===== src/rtl/sync_port_pkg.sv =====
package sync_port_pkg;
  typedef enum logic [1:0] {
    MODE_VID_A  = 2'b00,
    MODE_VID_B  = 2'b01,
    MODE_STREAM = 2'b10,
    MODE_MSG    = 2'b11
  } port_mode_e;

  function automatic logic is_video(input logic [1:0] m);
    return (m == MODE_VID_A) || (m == MODE_VID_B);
  endfunction
endpackage


===== src/rtl/sync_port_sync.sv =====
module sync_port_sync #(
  parameter int   STAGES  = 2,
  parameter logic RST_LVL = 1'b0
) (
  input  logic clk_i,
  input  logic rst_ni,
  input  logic d_i,
  output logic q_o
);
  logic [STAGES-1:0] chain_q;

  always_ff @(posedge clk_i or negedge rst_ni) begin
    if (!rst_ni) chain_q <= {STAGES{RST_LVL}};
    else         chain_q <= {chain_q[STAGES-2:0], d_i};
  end

  assign q_o = chain_q[STAGES-1];
endmodule


===== src/rtl/sync_port_edge.sv =====
module sync_port_edge #(
  parameter logic RST_LVL = 1'b0
) (
  input  logic clk_i,
  input  logic rst_ni,
  input  logic lvl_i,
  input  logic rise_sel_i,
  input  logic en_i,
  output logic strobe_o
);
  logic prev_q, strobe_q, hit;

  // only the currently chosen direction is tested, so a polarity flip on a
  // steady level cannot look like an edge
  always_comb begin
    if (rise_sel_i) hit = lvl_i & ~prev_q;
    else            hit = ~lvl_i & prev_q;
  end

  always_ff @(posedge clk_i or negedge rst_ni) begin
    if (!rst_ni) begin
      prev_q   <= RST_LVL;
      strobe_q <= 1'b0;
    end else begin
      prev_q   <= lvl_i;
      strobe_q <= hit & en_i;
    end
  end

  assign strobe_o = strobe_q;
endmodule


===== src/rtl/sync_port_drv.sv =====
module sync_port_drv (
  input  logic clk_i,
  input  logic rst_ni,
  input  logic drive_i,
  input  logic video_i,
  input  logic vid_val_i,
  input  logic msg_val_i,
  output logic oe_o,
  output logic val_o
);
  logic oe_q, val_q;

  always_ff @(posedge clk_i or negedge rst_ni) begin
    if (!rst_ni) begin
      oe_q  <= 1'b0;
      val_q <= 1'b0;
    end else begin
      oe_q  <= drive_i;
      val_q <= drive_i & (video_i ? vid_val_i : msg_val_i);
    end
  end

  assign oe_o  = oe_q;
  assign val_o = val_q;
endmodule


===== src/rtl/sync_port_ctl.sv =====
module sync_port_ctl
  import sync_port_pkg::*;
#(
  parameter int   SYNC_STAGES = 2,
  parameter logic PAD_RST_LVL = 1'b0
) (
  input  logic       clk_i,
  input  logic       rst_ni,
  input  logic       master_i,
  input  logic       edge_rise_i,
  input  logic [1:0] mode_i,
  input  logic       line_sync_i,
  input  logic       frame_sync_i,
  input  logic       msg_start_i,
  input  logic       msg_end_i,
  input  logic       pad2_i,
  output logic       pad1_oe_o,
  output logic       pad1_o,
  output logic       pad2_oe_o,
  output logic       pad2_o,
  output logic       frame_ref_o
);
  localparam int NPINS = 2;

  logic             video;
  logic [NPINS-1:0] vid_val, msg_val, oe, val;
  logic             pad2_sync;

  assign video   = is_video(mode_i);
  assign vid_val = {frame_sync_i, line_sync_i};
  assign msg_val = {msg_end_i, msg_start_i};

  for (genvar p = 0; p < NPINS; p++) begin : g_pin
    sync_port_drv u_drv (
      .clk_i     (clk_i),
      .rst_ni    (rst_ni),
      .drive_i   (master_i),
      .video_i   (video),
      .vid_val_i (vid_val[p]),
      .msg_val_i (msg_val[p]),
      .oe_o      (oe[p]),
      .val_o     (val[p])
    );
  end

  assign pad1_oe_o = oe[0];
  assign pad1_o    = val[0];
  assign pad2_oe_o = oe[1];
  assign pad2_o    = val[1];

  sync_port_sync #(.STAGES(SYNC_STAGES), .RST_LVL(PAD_RST_LVL)) u_sync (
    .clk_i  (clk_i),
    .rst_ni (rst_ni),
    .d_i    (pad2_i),
    .q_o    (pad2_sync)
  );

  sync_port_edge #(.RST_LVL(PAD_RST_LVL)) u_edge (
    .clk_i      (clk_i),
    .rst_ni     (rst_ni),
    .lvl_i      (pad2_sync),
    .rise_sel_i (edge_rise_i),
    .en_i       (~master_i),
    .strobe_o   (frame_ref_o)
  );
endmodule


===== config.mk =====
export PLATFORM = sky130hd
export DESIGN_NAME = sync_port_ctl
export DESIGN_NICKNAME = d
export VERILOG_FILES = /design/src/rtl/sync_port_pkg.sv /design/src/rtl/sync_port_sync.sv /design/src/rtl/sync_port_edge.sv /design/src/rtl/sync_port_drv.sv /design/src/rtl/sync_port_ctl.sv
export SDC_FILE = /design/constraint.sdc
export NUM_CORES = 1
export LEC_CHECK = 0
export CORE_AREA = 8 8 45 47
export CTS_CLUSTER_SIZE = 8
export DETAILED_ROUTE_END_ITERATION = 12
export DIE_AREA = 0 0 53 55
export SYNTH_ARGS = -nofsm -noshare
export SYNTH_HDL_FRONTEND = slang
export SYNTH_SLANG_ARGS = --single-unit

===== constraint.sdc =====
create_clock -name clk_i -period 2.12 [get_ports clk_i]
set_input_delay 0.212 -clock clk_i [delete_from_list [all_inputs] [get_ports clk_i]]
set_output_delay 0.212 -clock clk_i [all_outputs]
set_load 0.01 [all_outputs]

---- Word level (Yosys, flattened, before mapping) ----
Cells that the tools add are included.
word-level totals
  flip-flop bits (word level) ............. 7
  output and inout port bits .............. 5
  logic and storage cells ................. 20
cells by class
  equality and inequality tests ........... 1
  reduce and logical (&&, ||, !) cells .... 2
  bitwise gates (word level) .............. 8
  muxes and demuxes ....................... 3
operator list
  operator                                       number
  AND 1 bit                                      5
  2-to-1 mux 1 bit                               3
  inverter 1 bit                                 3
  == test 2 x 1 -> 1 bit, second input constant  1
  zero test 2 bit                                1
  logical OR 1 bit                               1

---- Depth between registers and ports, before layout ----
  word-level depth ........................ 4
  depth in mapped cells ................... 2
  mapped depth without buffers ............ 2

---- Hierarchy ----
A second synthesis with hierarchy kept.
unflattened totals
  cells, all modules ...................... 17
  area total of the unflattened synthesis .. 264.0 um^2
by module, submodules not included
  module          seq. area each (um^2)  instances  cells an instance  area each (um^2)
  sync_port_drv   50.0                   2          4                  66.3
  sync_port_edge  50.0                   1          5                  73.8
  sync_port_sync  50.0                   1          2                  50.0
  sync_port_ctl   0.0                    1          2                  7.5

---- Worst setup path after synthesis ----
OpenSTA, ideal clock, no wires.
  kind .................................... register to register
  start ................................... register u_sync.chain_q[1]
  end ..................................... register u_edge.strobe_q (netlist: u_edge.strobe_o)
  arrival ................................. 845 ps
  stages on the path, launching flop included .. 3
  data required time ...................... 2,043 ps
  period minus slack after synthesis ...... 923 ps
  path buffers ............................ 0
  path slack .............................. 1,197 ps
  cells stage by stage .................... dfrtp_1 -> or3b_1 -> a21oi_1
on the way
  longest elaborated chain between the ends .. 4
  elaborated cells on any way between the ends .. 5
RTL lines
  what                      line                  RTL
  start: declaration        sync_port_sync.sv:10  logic [STAGES-1:0] chain_q;
  start signal: assignment  sync_port_sync.sv:13  if (!rst_ni) chain_q <= {STAGES{RST_LVL}};
  start signal: assignment  sync_port_sync.sv:14  else chain_q <= {chain_q[STAGES-2:0], d_i};
  inverter 1 bit            sync_port_edge.sv:17  else hit = ~lvl_i & prev_q;
  AND 1 bit                 sync_port_edge.sv:17
  2-to-1 mux 1 bit (*)      sync_port_edge.sv:16  if (rise_sel_i) hit = lvl_i & ~prev_q;
  AND 1 bit (*)             sync_port_edge.sv:26  strobe_q <= hit & en_i;
  end signal: assignment    sync_port_edge.sv:26
  end: declaration          sync_port_edge.sv:11  logic prev_q, strobe_q, hit;
Every way passes the cells marked *; elsewhere a longest branch is shown, timed or not.

==> key figures <==
Die
  – Die ar.: 0.00292 mm^2
  – Die X: 53 um
  – I/O pin cnt: 16
  – Cell Rows: 14
  – Die H: 55 um
  – Initial core utilization: 17.1%
  – Placeable Area: 0.00138 mm^2

Worst setup path
  – Crit-path cells: clkdlybuf4s50_1
  – WP data arrival: 1130 ps
  – Worst Setup Start Kind: register
  – Top delay family on crit path: buffers and inverters
  – WP buf/inv: 1
  – Worst Path Max Fanout: 2
  – Critical Path RT: 1910 ps
  – Crit path kind: reg -> out
  – Critical-path top delay cell: clkdlybuf4s50_1
  – CP Capture Type: output pin
  – Crit-path max cell delay: 540 ps

STA
  – Setup TNS: 0 ps
  – Fmax: 746 MHz
  – Transition time of the tightest slew-check pin: 303 ps
  – WHS: 218 ps
  – Slew HR: 79.7%
  – Fin crit share: 63.2%
  – Slew Viols, Final: 0
  – # setup viols final: 0
  – Clk_skew: 3.25 ps
  – RSZ-0062 raised after global routing: no
  – Min cycle time layout: 1340 ps
  – Hold violation total from the final report: 0

Final layout
  – Post-route cell area: 415 um^2
  – Leading cell types in the layout, fill and taps excluded: clkdlybuf4s50_1 (14), dfrtp_1 (7), clkbuf_4 (3), mux2i_1 (2), nor2b_1 (2)
  – Most common cell after layout, fill and taps aside: clkdlybuf4s50_1
  – Total Nets Final: 44
  – Synthesis-to-layout area growth: 75.7%
  – Antenna Cells: 0
  – Layout cell share with drive strength beyond 1: 9.38%

Yosys
  – Synth area leader: dfrtp_1
  – Mapped Area: 236 um^2
  – Top cells by area, synth: dfrtp_1 (74%), mux2i_1 (8.5%), nor2b_1 (5.3%)
  – Synth warnings: 0
  – Cells after Synth: 15
  – Syn avg cell area: 15.8 um^2
  – FF+latch count, synth: 7
  – Sequential cell area fraction in the yosys report: 74.1%
  – Unique masters post-synth: 7
  – Syn_nets: 26
  – Post-synth top area share: 74.1%

CTS
  – CTS root buffer: clkbuf_4
  – Clock sink count: 7
  – Latest clock arrival within the worst-skew pair: 250 ps
  – Post-CTS setup buffers: 0
  – CTS H-tree depth: 1
  – Post_cts resized: 0
  – Hold buffers post-CTS: 0
  – CTS tree: done
  – Worst-path clk slew: 50 ps
  – Max clock buf depth: 2
  – Clock buffer count from CTS: 3

Power and ir drop
  – Leakage power total: 0.176 nW
  – Pwr Total: 0.000300 W
  – Logic pwr share: 13.3%
  – NetSw: 0.0000602 W
  – Net Sw Frac: 20.1%
  – Power Internal: 0.000240 W
  – Power density over cell area: 722 mW/mm^2
  – Reg power frac: 47.8%
  – Clock Power Share: 38.9%
  – Peak supply drop: 142 uV

Place
  – Placed inst area: 389 um^2
  – Gpl congestion: 0.675
  – I/O Buffers: 14
  – Post-DP HPWL: 476 um

Global routing
  – Vias in the first global route: 213
  – Initial antenna violation count: 0
  – Grt ovf: 0
  – First-pass GRT wire length: 931 um
  – Global-route usage over all layers: 5.06%
  – Pin count of the biggest net entering global routing: 8

Routing
  – Via count: 174
  – Routed wire length: 566 um
  – Antenna Nets Post-Route: 0
  – Initial DRC Count: 0
  – Vias per cell: 3.63
  – Pre-antenna DRT Iters: 1
  – Number of remaining DRC errors: 0
  – Drt wl/cell: 11.8 um

Job
  – Maxcap violations: 0

Run status
  – Outcome: completed

Min path
  – HP Class: in -> async
## flip-flops by register name, summed over array words and instances, names as in the netlist
register	flops
g_pin.u_drv.oe_o	1
u_edge.strobe_o	1
u_sync.chain_q	2
g_pin.u_drv.val_o	2
u_edge.prev_q	1
## routing by layer
| metal | share of wire (%) | GRT usage, % |
|---|---|---|
| met5 | 0 | 0 |
| met3 | 17 | 4.28 |
| met1 | 49 | 5.57 |
| met4 | 3.9 | 6.47 |
| met2 | 29 | 4.88 |
## worst paths after layout
check / startpoint / cells past startpoint / slack [ps] / endpoint
worst min register to register: u_sync.chain_q[0]$_DFF_PN0_ / 0 / 350 / u_sync.chain_q[1]$_DFF_PN0_
worst max register to register: u_sync.chain_q[1]$_DFF_PN0_ / 2 / 1100 / u_edge.strobe_o$_DFF_PN0_
worst min-delay path: rst_ni / 1 / 220 / u_sync.chain_q[0]$_DFF_PN0_
max in group asynchronous: rst_ni / 1 / 1670 / g_pin[1].u_drv.val_o$_DFF_PN0_
min in group clk_i: u_sync.chain_q[0]$_DFF_PN0_ / 0 / 350 / u_sync.chain_q[1]$_DFF_PN0_
worst max-delay path: g_pin[1].u_drv.oe_o$_DFF_PN0_ / 1 / 780 / pad1_oe_o
## Yosys cell counts
| master | instances |
|---|---|
| dfrtp_1 | 7 |
| mux2i_1 | 2 |
| nor2b_1 | 2 |
| a21oi_1 | 1 |
| buf_4 | 1 |
| nand3b_1 | 1 |
| or3b_1 | 1 |
## power by group through the flow
| stage | Clock, W | Combinational, W | Sequential, W |
|---|---|---|---|
| after floorplan | 0 | 0.00000749 | 0.000148 |
| after global placement | 0 | 0.0000393 | 0.000145 |
| after detailed placement | 0 | 0.0000406 | 0.000146 |
| after CTS | 0.000122 | 0.0000407 | 0.000144 |
| after global routing | 0.000130 | 0.0000433 | 0.000144 |
| final | 0.000117 | 0.0000398 | 0.000143 |
## cells by family (layout without fill, tap and decap cells)
group	count (synthesis)	after routing	synth area share [%]
compound gates	1	1	2.11
simple gates	4	4	12.2
flops	7	7	74.1
buf+inv	1	18	3.18
mux	2	2	8.47
## cell type report
cell class	count	area (um^2)
Tap cell	16	20.0
Fill cell	143	968
Clock buffer	4	26.3
Multi-Input combinational cell	7	53.8
Sequential cell	7	175
Timing Repair Buffer	14	140
## through the flow
step           setup WS (ps)  instances  utilization (%)
5_1_grt                  731         48             30.0
6_report                 780         48             30.0
4_1_cts                  756         48             30.0
2_1_floorplan           1200         15                -
3_5_place_dp             875         44             28.1
3_3_place_gp             934         44             28.1
Note: power is estimated with default switching activity, not from simulation.
